[src/rtl/scan_cmp_pkg.sv]
package scan_cmp_pkg;

    typedef enum logic [1:0] {
        REL_EQ   = 2'd0,
        REL_LOW  = 2'd1,
        REL_HIGH = 2'd2
    } rel_t;

    typedef enum logic [1:0] {
        ST_IDLE  = 2'd0,
        ST_SCAN  = 2'd1,
        ST_FOUND = 2'd2,
        ST_NOREC = 2'd3
    } state_t;

    localparam logic [1:0] MODE_EQ = 2'd0;
    localparam logic [1:0] MODE_LE = 2'd1;
    localparam logic [1:0] MODE_GE = 2'd2;

    localparam logic [7:0] WILDCARD = 8'hFF;

    localparam int SENSE_HIT_BIT   = 7;
    localparam int SENSE_NOREC_BIT = 10;

    // Does a sector with relation r satisfy scan test m (code 3 acts as equal)
    function automatic logic mode_accepts(input logic [1:0] m, input rel_t r);
        logic ok;
        case (m)
            MODE_LE: ok = (r != REL_HIGH);
            MODE_GE: ok = (r != REL_LOW);
            default: ok = (r == REL_EQ);
        endcase
        return ok;
    endfunction

endpackage

[src/rtl/scan_arg_buf.sv]
module scan_arg_buf #(
    parameter int BYTES  = 256,
    parameter int ADDR_W = $clog2(BYTES)
) (
    input  logic              clk,
    input  logic              we,
    input  logic [ADDR_W-1:0] waddr,
    input  logic [7:0]        wdata,
    input  logic [ADDR_W-1:0] raddr,
    output logic [7:0]        rdata
);

    logic [7:0] mem [BYTES];

    always_ff @(posedge clk) begin
        if (we) begin
            mem[waddr] <= wdata;
        end
    end

    assign rdata = mem[raddr];

endmodule

[src/rtl/scan_byte_cmp.sv]
module scan_byte_cmp
    import scan_cmp_pkg::*;
(
    input  logic [7:0] arg_byte,
    input  logic [7:0] data_byte,
    input  logic       restart,
    input  rel_t       rel_in,
    output rel_t       rel_out
);

    rel_t base;

    always_comb begin
        base    = restart ? REL_EQ : rel_in;
        rel_out = base;
        if (base == REL_EQ && arg_byte != WILDCARD && data_byte != arg_byte) begin
            rel_out = (data_byte < arg_byte) ? REL_LOW : REL_HIGH;
        end
    end

endmodule

[src/rtl/sector_scan_top.sv]
module sector_scan_top
    import scan_cmp_pkg::*;
#(
    parameter int SECTOR_BYTES  = 256,
    parameter int TRACK_SECTORS = 24,
    parameter int LOWER_BASE    = 32
) (
    input  logic        clk,
    input  logic        rst_n,
    input  logic        arg_we,
    input  logic [7:0]  arg_addr,
    input  logic [7:0]  arg_data,
    input  logic        start,
    input  logic [1:0]  mode,
    input  logic        surface,
    input  logic        byte_valid,
    input  logic [7:0]  byte_data,
    input  logic        sector_first,
    input  logic        sector_last,
    output logic        busy,
    output logic        done,
    output logic        scan_found,
    output logic [5:0]  hit_sector,
    output logic [7:0]  hit_ctrl_byte,
    output logic [15:0] sense
);

    localparam int POS_W = $clog2(SECTOR_BYTES);
    localparam int IDX_W = $clog2(TRACK_SECTORS);
    localparam int NUM_W = $clog2(LOWER_BASE + TRACK_SECTORS);
    localparam logic [IDX_W-1:0] LAST_IDX = IDX_W'(TRACK_SECTORS - 1);

    state_t            state_q, state_d;
    logic [POS_W-1:0]  pos_q, rd_pos;
    logic [IDX_W-1:0]  idx_q;
    logic [1:0]        mode_q;
    logic              surf_q;
    rel_t              rel_q, rel_nx;
    logic [7:0]        arg_rd;
    logic              take, eval, accept, go;
    logic [NUM_W-1:0]  cur_num;
    logic [NUM_W-1:0]  hit_q;

    assign busy   = (state_q == ST_SCAN);
    assign take   = busy && byte_valid;
    assign eval   = take && sector_last;
    assign go     = !busy && start;
    assign rd_pos = sector_first ? '0 : pos_q;
    assign accept = mode_accepts(mode_q, rel_nx);
    assign cur_num = surf_q ? (NUM_W'(LOWER_BASE) + NUM_W'(idx_q)) : NUM_W'(idx_q);

    scan_arg_buf #(.BYTES(SECTOR_BYTES), .ADDR_W(POS_W)) u_buf (
        .clk   (clk),
        .we    (arg_we),
        .waddr (arg_addr[POS_W-1:0]),
        .wdata (arg_data),
        .raddr (rd_pos),
        .rdata (arg_rd)
    );

    scan_byte_cmp u_cmp (
        .arg_byte  (arg_rd),
        .data_byte (byte_data),
        .restart   (sector_first),
        .rel_in    (rel_q),
        .rel_out   (rel_nx)
    );

    // Next-state logic
    always_comb begin
        state_d = state_q;
        unique case (state_q)
            ST_IDLE, ST_FOUND, ST_NOREC: begin
                if (start) state_d = ST_SCAN;
            end
            ST_SCAN: begin
                if (eval) begin
                    if (accept)               state_d = ST_FOUND;
                    else if (idx_q == LAST_IDX) state_d = ST_NOREC;
                end
            end
        endcase
    end

    // State and datapath registers
    always_ff @(posedge clk or negedge rst_n) begin
        if (!rst_n) begin
            state_q <= ST_IDLE;
            pos_q   <= '0;
            idx_q   <= '0;
            mode_q  <= MODE_EQ;
            surf_q  <= 1'b0;
            rel_q   <= REL_EQ;
        end else begin
            state_q <= state_d;
            if (go) begin
                pos_q  <= '0;
                idx_q  <= '0;
                mode_q <= mode;
                surf_q <= surface;
                rel_q  <= REL_EQ;
            end else if (take) begin
                pos_q <= rd_pos + POS_W'(1);
                rel_q <= rel_nx;
                if (sector_last && idx_q != LAST_IDX) idx_q <= idx_q + IDX_W'(1);
            end
        end
    end

    // Output registers
    always_ff @(posedge clk or negedge rst_n) begin
        if (!rst_n) begin
            done       <= 1'b0;
            scan_found <= 1'b0;
            hit_q      <= '0;
            sense      <= '0;
        end else begin
            done <= 1'b0;
            if (go) begin
                scan_found <= 1'b0;
                hit_q      <= '0;
                sense      <= '0;
            end else if (eval) begin
                if (accept) begin
                    done                 <= 1'b1;
                    scan_found           <= 1'b1;
                    hit_q                <= cur_num;
                    sense[SENSE_HIT_BIT] <= 1'b1;
                end else if (idx_q == LAST_IDX) begin
                    done                   <= 1'b1;
                    sense[SENSE_NOREC_BIT] <= 1'b1;
                end
            end
        end
    end

    assign hit_sector    = 6'(hit_q);
    assign hit_ctrl_byte = {hit_sector, 2'b00};

    // Assertions
    assert_wildcard_hold_R3: assert property (@(posedge clk) disable iff (!rst_n)
        (take && !sector_first && arg_rd == WILDCARD) |=> (rel_q == $past(rel_q)));

    assert_decided_sticks_R4: assert property (@(posedge clk) disable iff (!rst_n)
        (take && !sector_first && rel_q != REL_EQ) |=> (rel_q == $past(rel_q)));

    assert_done_single_R6: assert property (@(posedge clk) disable iff (!rst_n)
        done |=> !done);

    assert_done_ends_scan_R6: assert property (@(posedge clk) disable iff (!rst_n)
        done |-> !busy);

    assert_sector_range_R7: assert property (@(posedge clk) disable iff (!rst_n)
        scan_found |-> (hit_sector < 6'(TRACK_SECTORS) ||
                        (hit_sector >= 6'(LOWER_BASE) && hit_sector < 6'(LOWER_BASE + TRACK_SECTORS))));

    assert_found_status_R8: assert property (@(posedge clk) disable iff (!rst_n)
        scan_found |-> (sense[SENSE_HIT_BIT] && !sense[SENSE_NOREC_BIT]));

    assert_norec_status_R9: assert property (@(posedge clk) disable iff (!rst_n)
        (done && !scan_found) |-> sense[SENSE_NOREC_BIT]);

    assert_start_ignored_R10: assert property (@(posedge clk) disable iff (!rst_n)
        (busy && start) |=> (mode_q == $past(mode_q) && surf_q == $past(surf_q)));

    assert_start_clears_R11: assert property (@(posedge clk) disable iff (!rst_n)
        (!busy && start) |=> (busy && !scan_found && sense == 16'h0000));

endmodule

[config.mk]
export PLATFORM = sky130hd
export DESIGN_NAME = sector_scan_top
export DESIGN_NICKNAME = d
export VERILOG_FILES = /design/src/rtl/scan_cmp_pkg.sv /design/src/rtl/scan_arg_buf.sv /design/src/rtl/scan_byte_cmp.sv /design/src/rtl/sector_scan_top.sv
export SDC_FILE = /design/constraint.sdc
export NUM_CORES = 2
export LEC_CHECK = 0
export BUFFER_PORTS_ARGS = -buffer_cell sky130_fd_sc_hd__clkbuf_2
export CORE_ASPECT_RATIO = 0.9
export CORE_MARGIN = 2
export CORE_UTILIZATION = 47
export DETAILED_ROUTE_END_ITERATION = 10
export PLACE_DENSITY = 0.6
export SLEW_MARGIN = 10
export SYNTH_ARGS = -nofsm -noshare
export SYNTH_HDL_FRONTEND = slang
export SYNTH_SLANG_ARGS = --single-unit
[constraint.sdc]
create_clock -name clk -period 8.8 [get_ports clk]
set_input_delay 0.44 -clock clk [delete_from_list [all_inputs] [get_ports clk]]
set_output_delay 0.44 -clock clk [all_outputs]
set_load 0.05 [all_outputs]
Word level (Yosys, flattened, before mapping). Memories as Yosys holds them, arrays and structs flattened. Cells that the tools add are included. Widths: inputs -> output; s select.

Bits in registers: 29. Output and inout port bits: 33. Input port bits: 34. Logic and storage cells: 84. Memories: 1. Bits in writable memories: 2048.

Reduce and logical (&&, ||, !) cells: 20. $add $sub $neg: 3. Multiplexer cells: 34. $lt $le $gt $ge: 1. Equality and inequality tests: 15.

Memory list: u_buf.mem (depth 256, bits a word 8, rd ports 1, clocked after memory_dff 0, write ports 1, RTL line scan_arg_buf.sv:13) `logic [7:0] mem [BYTES];`.

Operator list (count): $mux 6 (4); $mux 8 (3); $mux 2 (9); $mux 5 (3); $mux 1 (13); $reduce_bool 2->1 (5); $add 8x1->8 const B (1); $lt 8x8->1 (1); $ne 8x8->1 (1); $ne 8x8->1 const B (1); $add 6x5->6 const A (1); $eq 2x2->1 const B (3); $logic_and 1x1->1 (6); $logic_not 2->1 (3); $ne 2x1->1 const B (3); $reduce_and 3->1 (2); $add 5x1->5 const B (1); $eq 5x5->1 const B (1); $ne 5x5->1 const B (1); $eq 2x1->1 const B (2); $ne 2x2->1 const B (2); $pmux 2 s2 (1); $reduce_and 2->1 (2); $ne 3x1->1 const B (1); 3 further kinds (3).

Depth between registers and ports, before layout. An unclocked memory read counts as a cell.

Depth after elaboration: 11. Gate-level depth with buffers: 26. Depth with buffers taken out: 21.

Cells and area by module. Synthesis repeated with hierarchy kept, for this count alone.

Cell total of the unflattened synthesis: 3928. Area, all modules: 81256.7 sq um.

Modules (own cells, without submodules): scan_arg_buf (area an instance 79396.1 sq um, instances 1, cells an instance 3725, seq. area each 61499.0 sq um); sector_scan_top (area an instance 1596.5 sq um, instances 1, cells an instance 166, seq. area each 725.7 sq um); scan_byte_cmp (area an instance 264.0 sq um, instances 1, cells an instance 37, seq. area each 0.0 sq um).

Worst setup path after synthesis. No wires, ideal clock.

Kind: input -> register. Start: input sector_first. End: register sense[10]. Path buffers: 4. Slack: 4504 ps. Setup time: 126 ps. Data arrival time: 4171 ps. Stages on the path: 25. Data required time: 8674 ps. Path through: buf_2 > nand2b_1 > buf_4 > inv_2 > buf_4 > buf_2 > nand2_1 > a311oi_1 > a211oi_1 > nor3_1 > nor2_1 > or3_1 > a21oi_1 > inv_1 > ha_1 > nor2b_1 > o21ai_0 > nand2b_1 > a21oi_1 > o21ai_0 > xnor2_1 > nor2_1 > o21ai_0 > nor2_1 > o311a_1.

Cells in the longest elaborated chain, start to end: 10. Elaborated cells between the ends (all ways): 17. Classes of those cells: order compare (1); eq/ne (5); mux (5); reduce/logical (5); memory (1).

RTL lines: from (decl) (RTL line sector_scan_top.sv:18) `input logic sector_first,`; parallel branches: the longest is 5 deep, another holds $mem_v2 256x8; $mux 2 (*) (RTL line scan_byte_cmp.sv:16) `if (base == REL_EQ && arg_byte != WILDCARD && data_byte != arg_byte) begin`; $ne 2x1->1, or another cell as far along (RTL line scan_cmp_pkg.sv:30) `MODE_GE: ok = (r != REL_LOW);`; $pmux 1 s2 (*) (RTL line scan_cmp_pkg.sv:28) `case (m)`; $ne 2x1->1 (no source line) (*); $reduce_and 3->1 (no source line) (*); to (signal assigned) (RTL line sector_scan_top.sv:116) `sense <= '0;`; to (signal assigned) (RTL line sector_scan_top.sv:122) `sense <= '0;`; to (signal, indexed assignment) (RTL line sector_scan_top.sv:128) `sense[SENSE_HIT_BIT] <= 1'b1;`; to (decl) (RTL line sector_scan_top.sv:25) `output logic [15:0] sense`.

Every way passes the cells marked *. A chain may end at the register's enable or synchronous reset.

Worst setup path after layout.
Start: register pos_q[2]. End: register sense[10].

Cells in the longest elaborated chain, start to end: 10. Elaborated cells between the ends (all ways): 15. Classes of those cells: order compare (1); eq/ne (5); mux (4); reduce/logical (4); memory (1).

RTL lines: from (decl) (RTL line sector_scan_top.sv:34) `logic [POS_W-1:0] pos_q, rd_pos;`; from (signal assigned) (RTL line sector_scan_top.sv:103) `pos_q <= rd_pos + POS_W'(1);`; $mux 8 (*) (RTL line sector_scan_top.sv:48) `assign rd_pos = sector_first ? '0 : pos_q;`; $mem_v2 256x8 (*); parallel branches: the longest is 3 deep, another holds $lt 8x8->1; $mux 2 (*) (RTL line scan_byte_cmp.sv:16); $ne 2x1->1, or another cell as far along (RTL line scan_cmp_pkg.sv:30); $pmux 1 s2 (*) (RTL line scan_cmp_pkg.sv:28); $ne 2x1->1 (no source line) (*); $reduce_and 3->1 (no source line) (*).

Marks and branches as above.

==> reports/qor.txt <==
Final worst path period share: 0.806
Die X: 449 um
Final Max Tran Viols: 0
Synth cell types: 92
Max Root-Sink Buffers: 3
Commonest non-fill, non-tap cell in the layout: edfxtp_1
Post-Route WL: 240000 um
Vias in the first global route: 45813
Minimum clock period: 7.09 ns
Initial DRC count: 7143
Avg Synthesized Cell Area: 16.6 um2
Placer congestion estimate: 0.887
Initial antenna violation count: 16
Clk root buf: clkbuf_16
PwrDens: 263 mW/mm2
Row count: 147
Area leader, netlist: edfxtp_1
Crit path buf inv count: 3
Placed Area: 0.0859 mm2
Worst EP arrival: 7.81 ns
Minimum setup slack among reg-to-reg paths: 1.71 ns
Clock skew: 0.0320 ns
Relative slew slack: 0.110
TritonCTS Buffers: 205
Crit-path leading delay family: compound AO/OA/AOI/OAI gates
Starting density of the core: 0.472
Worst Path Max Fanout: 64
Worst path required time: 9.52 ns
Die height: 405 um
Endpoints failing setup: 0
Drt wl/cell: 31.6 um
Final non-filler cell area: 0.0920 mm2
Hold path startpoint: arg_data[1]
Run status: complete, no violations
Register-to-Register Path Depth: 19
Maxcap violations: 0
YS warnings: 0
IO Port Bufs: 50
Layout cell share with drive strength beyond 1: 0.140
Fin. Hold Viols: 0
CTS tree: built
Grt ovf: 0
CP endpoint kind: register
Commonest cells after routing, fill and taps aside: edfxtp_1 (2048), nor2_1 (337), mux2i_1 (323), nand2_1 (218), clkbuf_16 (205)
Core area: 0.178 mm2
Synthesis-to-finish area growth: 9.79%
Residual DRC: 0
Area share of the largest cell type after synthesis: 0.734
Worst min-delay path class: in -> reg
Critical Path, Cell by Cell: buf_4 > and2b_4 > buf_4 > a221oi_1 > o21ai_0 > nand3_1 > nand4_1 > a21oi_1 > a222oi_1 > nor2_1 > ha_1 > a21oi_1 > o21ai_0 > buf_4 > xnor2_1 > nor2_1 > o21ai_0 > nor2_1 > o311a_1
IO Count: 67
Leak Pwr: 28.9 nW
Reg2reg start: pos_q[2]
Post-synth EDFFs: 2048
Setup repair after global routing missed its margin: no
Global-route wire length before repair: 342000 um
Critical path type: reg -> reg
Final ANT Viol Nets: 0
Nets: 5080
Dpl hpwl: 142000 um
Synthesized netlist cell count: 5046
First-pass DRT Iterations: 6
TNS Setup: 0 ns
Clk_lat worst skew: 0.86 ns
Vias per inst: 6.32
Post-synthesis sequential area ratio: 0.742
Max Fclk: 0.141 GHz
Synth top area cells: edfxtp_1 (73%), mux2i_1 (3.9%), mux4_2 (2.8%)
Worst Hold Margin: 0.0559 ns
Worst hold stages: 1
Worst vdd ir: 0.293 mV
Worst Setup Start Kind: register
R2R Path End: sense[10]
GRT Total Usage: 0.260
Largest net degree at the start of global routing: 183
Seq cells post-synth: 2077
Die ar.: 0.182 mm2
Mapped Area: 0.0838 mm2
# clock sinks: 2077
Post-CTS sizing: 0
H-tree depth: 4
Largest stage delay on the critical path: 0.80 ns
Hold Path End: u_buf.mem[235][1]
Reg clk slew, reported paths: 0.06 ns
Via count: 47964
Post-synth ARST share: 0.0140
Main synth FF type: edfxtp_1
Slowest stage cell, crit path: and2b_4
Slew of the pin with the lowest slew margin: 1.33 ns
-- worst reg2reg max path, stage by stage, from the launching register on --
cell and delay [ns]:
dfrtp_4 0.78, buf_4 0.46, and2b_4 0.83, buf_4 0.81, a221oi_1 0.28, o21ai_0 0.25, nand3_1 0.16, nand4_1 0.24
a21oi_1 0.32, a222oi_1 0.60, nor2_1 0.14, ha_1 0.33, a21oi_1 0.06, o21ai_0 0.45, buf_4 0.23, xnor2_1 0.11
nor2_1 0.05, o21ai_0 0.44, nor2_1 0.10, o311a_1 0.34
-- cell type report --
type	count	area, um2
Timing Repair Buffer	158	1340
Sequential cell	2077	62200
Antenna cell	3	7.51
Clock buffer	265	5370
Tap cell	2384	2980
Fill cell	14516	85700
Inverter	39	149
Clock inverter	111	718
Multi-Input combinational cell	2554	19200
-- through the flow --
stage | worst slack [ns] | utilization | std cells | total power [mW]
floorplan | 4.50 | - | 5061 | 15.0
global placement | 1.77 | 0.483 | 7206 | 16.2
detailed placement | 1.84 | 0.483 | 7206 | 16.2
CTS | 1.81 | 0.518 | 7588 | 24.3
global route | 1.44 | 0.518 | 7590 | 24.9
finish | 1.71 | 0.518 | 7591 | 24.2
-- what timing repair did --
action                                  4_1_cts  5_1_grt
endpoints found under the setup margin        0        0
setup buffers                                 0        0
hold buffers                                  6        0
hold endpoints to repair                     36        0
-- flip-flops by register name, indices dropped and copies added, names as in the netlist --
signal	count
u_buf.mem	2048
pos_q	8
hit_sector	6
idx_q	5
mode_q	2
rel_q	2
sense	2
state_q	2
done	1
surf_q	1
-- synthesized netlist by cell type (29+ instances only) --
cell and count:
nand4_1 36, o21ai_0 189, nand2_1 218, dfrtp_1 29, inv_1 37, edfxtp_1 2048, a211oi_1 54, mux2i_1 323
a22oi_1 149, buf_2 123, clkbuf_1 128, mux4_2 105, nand3_1 81, buf_6 43, o22ai_1 93, a221oi_1 105
nor2b_1 55, o211ai_1 88, mux2_2 143, nor2_1 339, o221ai_1 45, a21oi_1 167, buf_4 75
-- cell families after synthesis --
| group | after synthesis | synth area share |
|---|---|---|
| flops | 2077 | 0.742 |
| buf+inv | 430 | 0.0300 |
| mux | 571 | 0.0860 |
| compound gates | 1105 | 0.0932 |
| other cells | 1 | 0.0000447 |
| fa+ha+maj | 11 | 0.00164 |
| xor+xnor | 4 | 0.000418 |
| simple gates | 847 | 0.0462 |
-- layer usage --
| layer | up-vias | global-route usage | share of wire |
|---|---|---|---|
| li1 | 20188 | - | - |
| met1 | 24731 | 0.386 | 0.42 |
| met2 | 2608 | 0.383 | 0.44 |
| met3 | 421 | 0.0586 | 0.10 |
| met4 | 16 | 0.0806 | 0.031 |
| met5 | - | 0 | 0.00044 |
-- worst max path at each step --
| stage | startpoint | endpoint | slack (ns) | cells past startpoint |
|---|---|---|---|---|
| 6_report | pos_q[2] | sense[10] | 1.71 | 19 |
| 5_1_grt | pos_q[0] | sense[10] | 1.44 | 23 |
| 4_1_cts | pos_q[2] | sense[10] | 1.81 | 19 |
| 3_5_place_dp | pos_q[2] | sense[10] | 1.84 | 19 |
| 3_3_place_gp | pos_q[2] | sense[10] | 1.77 | 19 |
| 2_1_floorplan | sector_first | sense[10] | 4.50 | 25 |
-- report_power, final --
| group | switching, mW | total, mW | internal, mW |
|---|---|---|---|
| combinational | 3.16 | 5.01 | 1.85 |
| clock | 3.73 | 8.14 | 4.41 |
| sequential | 0.135 | 11.1 | 10.9 |
| total | 7.02 | 24.2 | 17.2 |
Power figures use the tool's default switching activity.
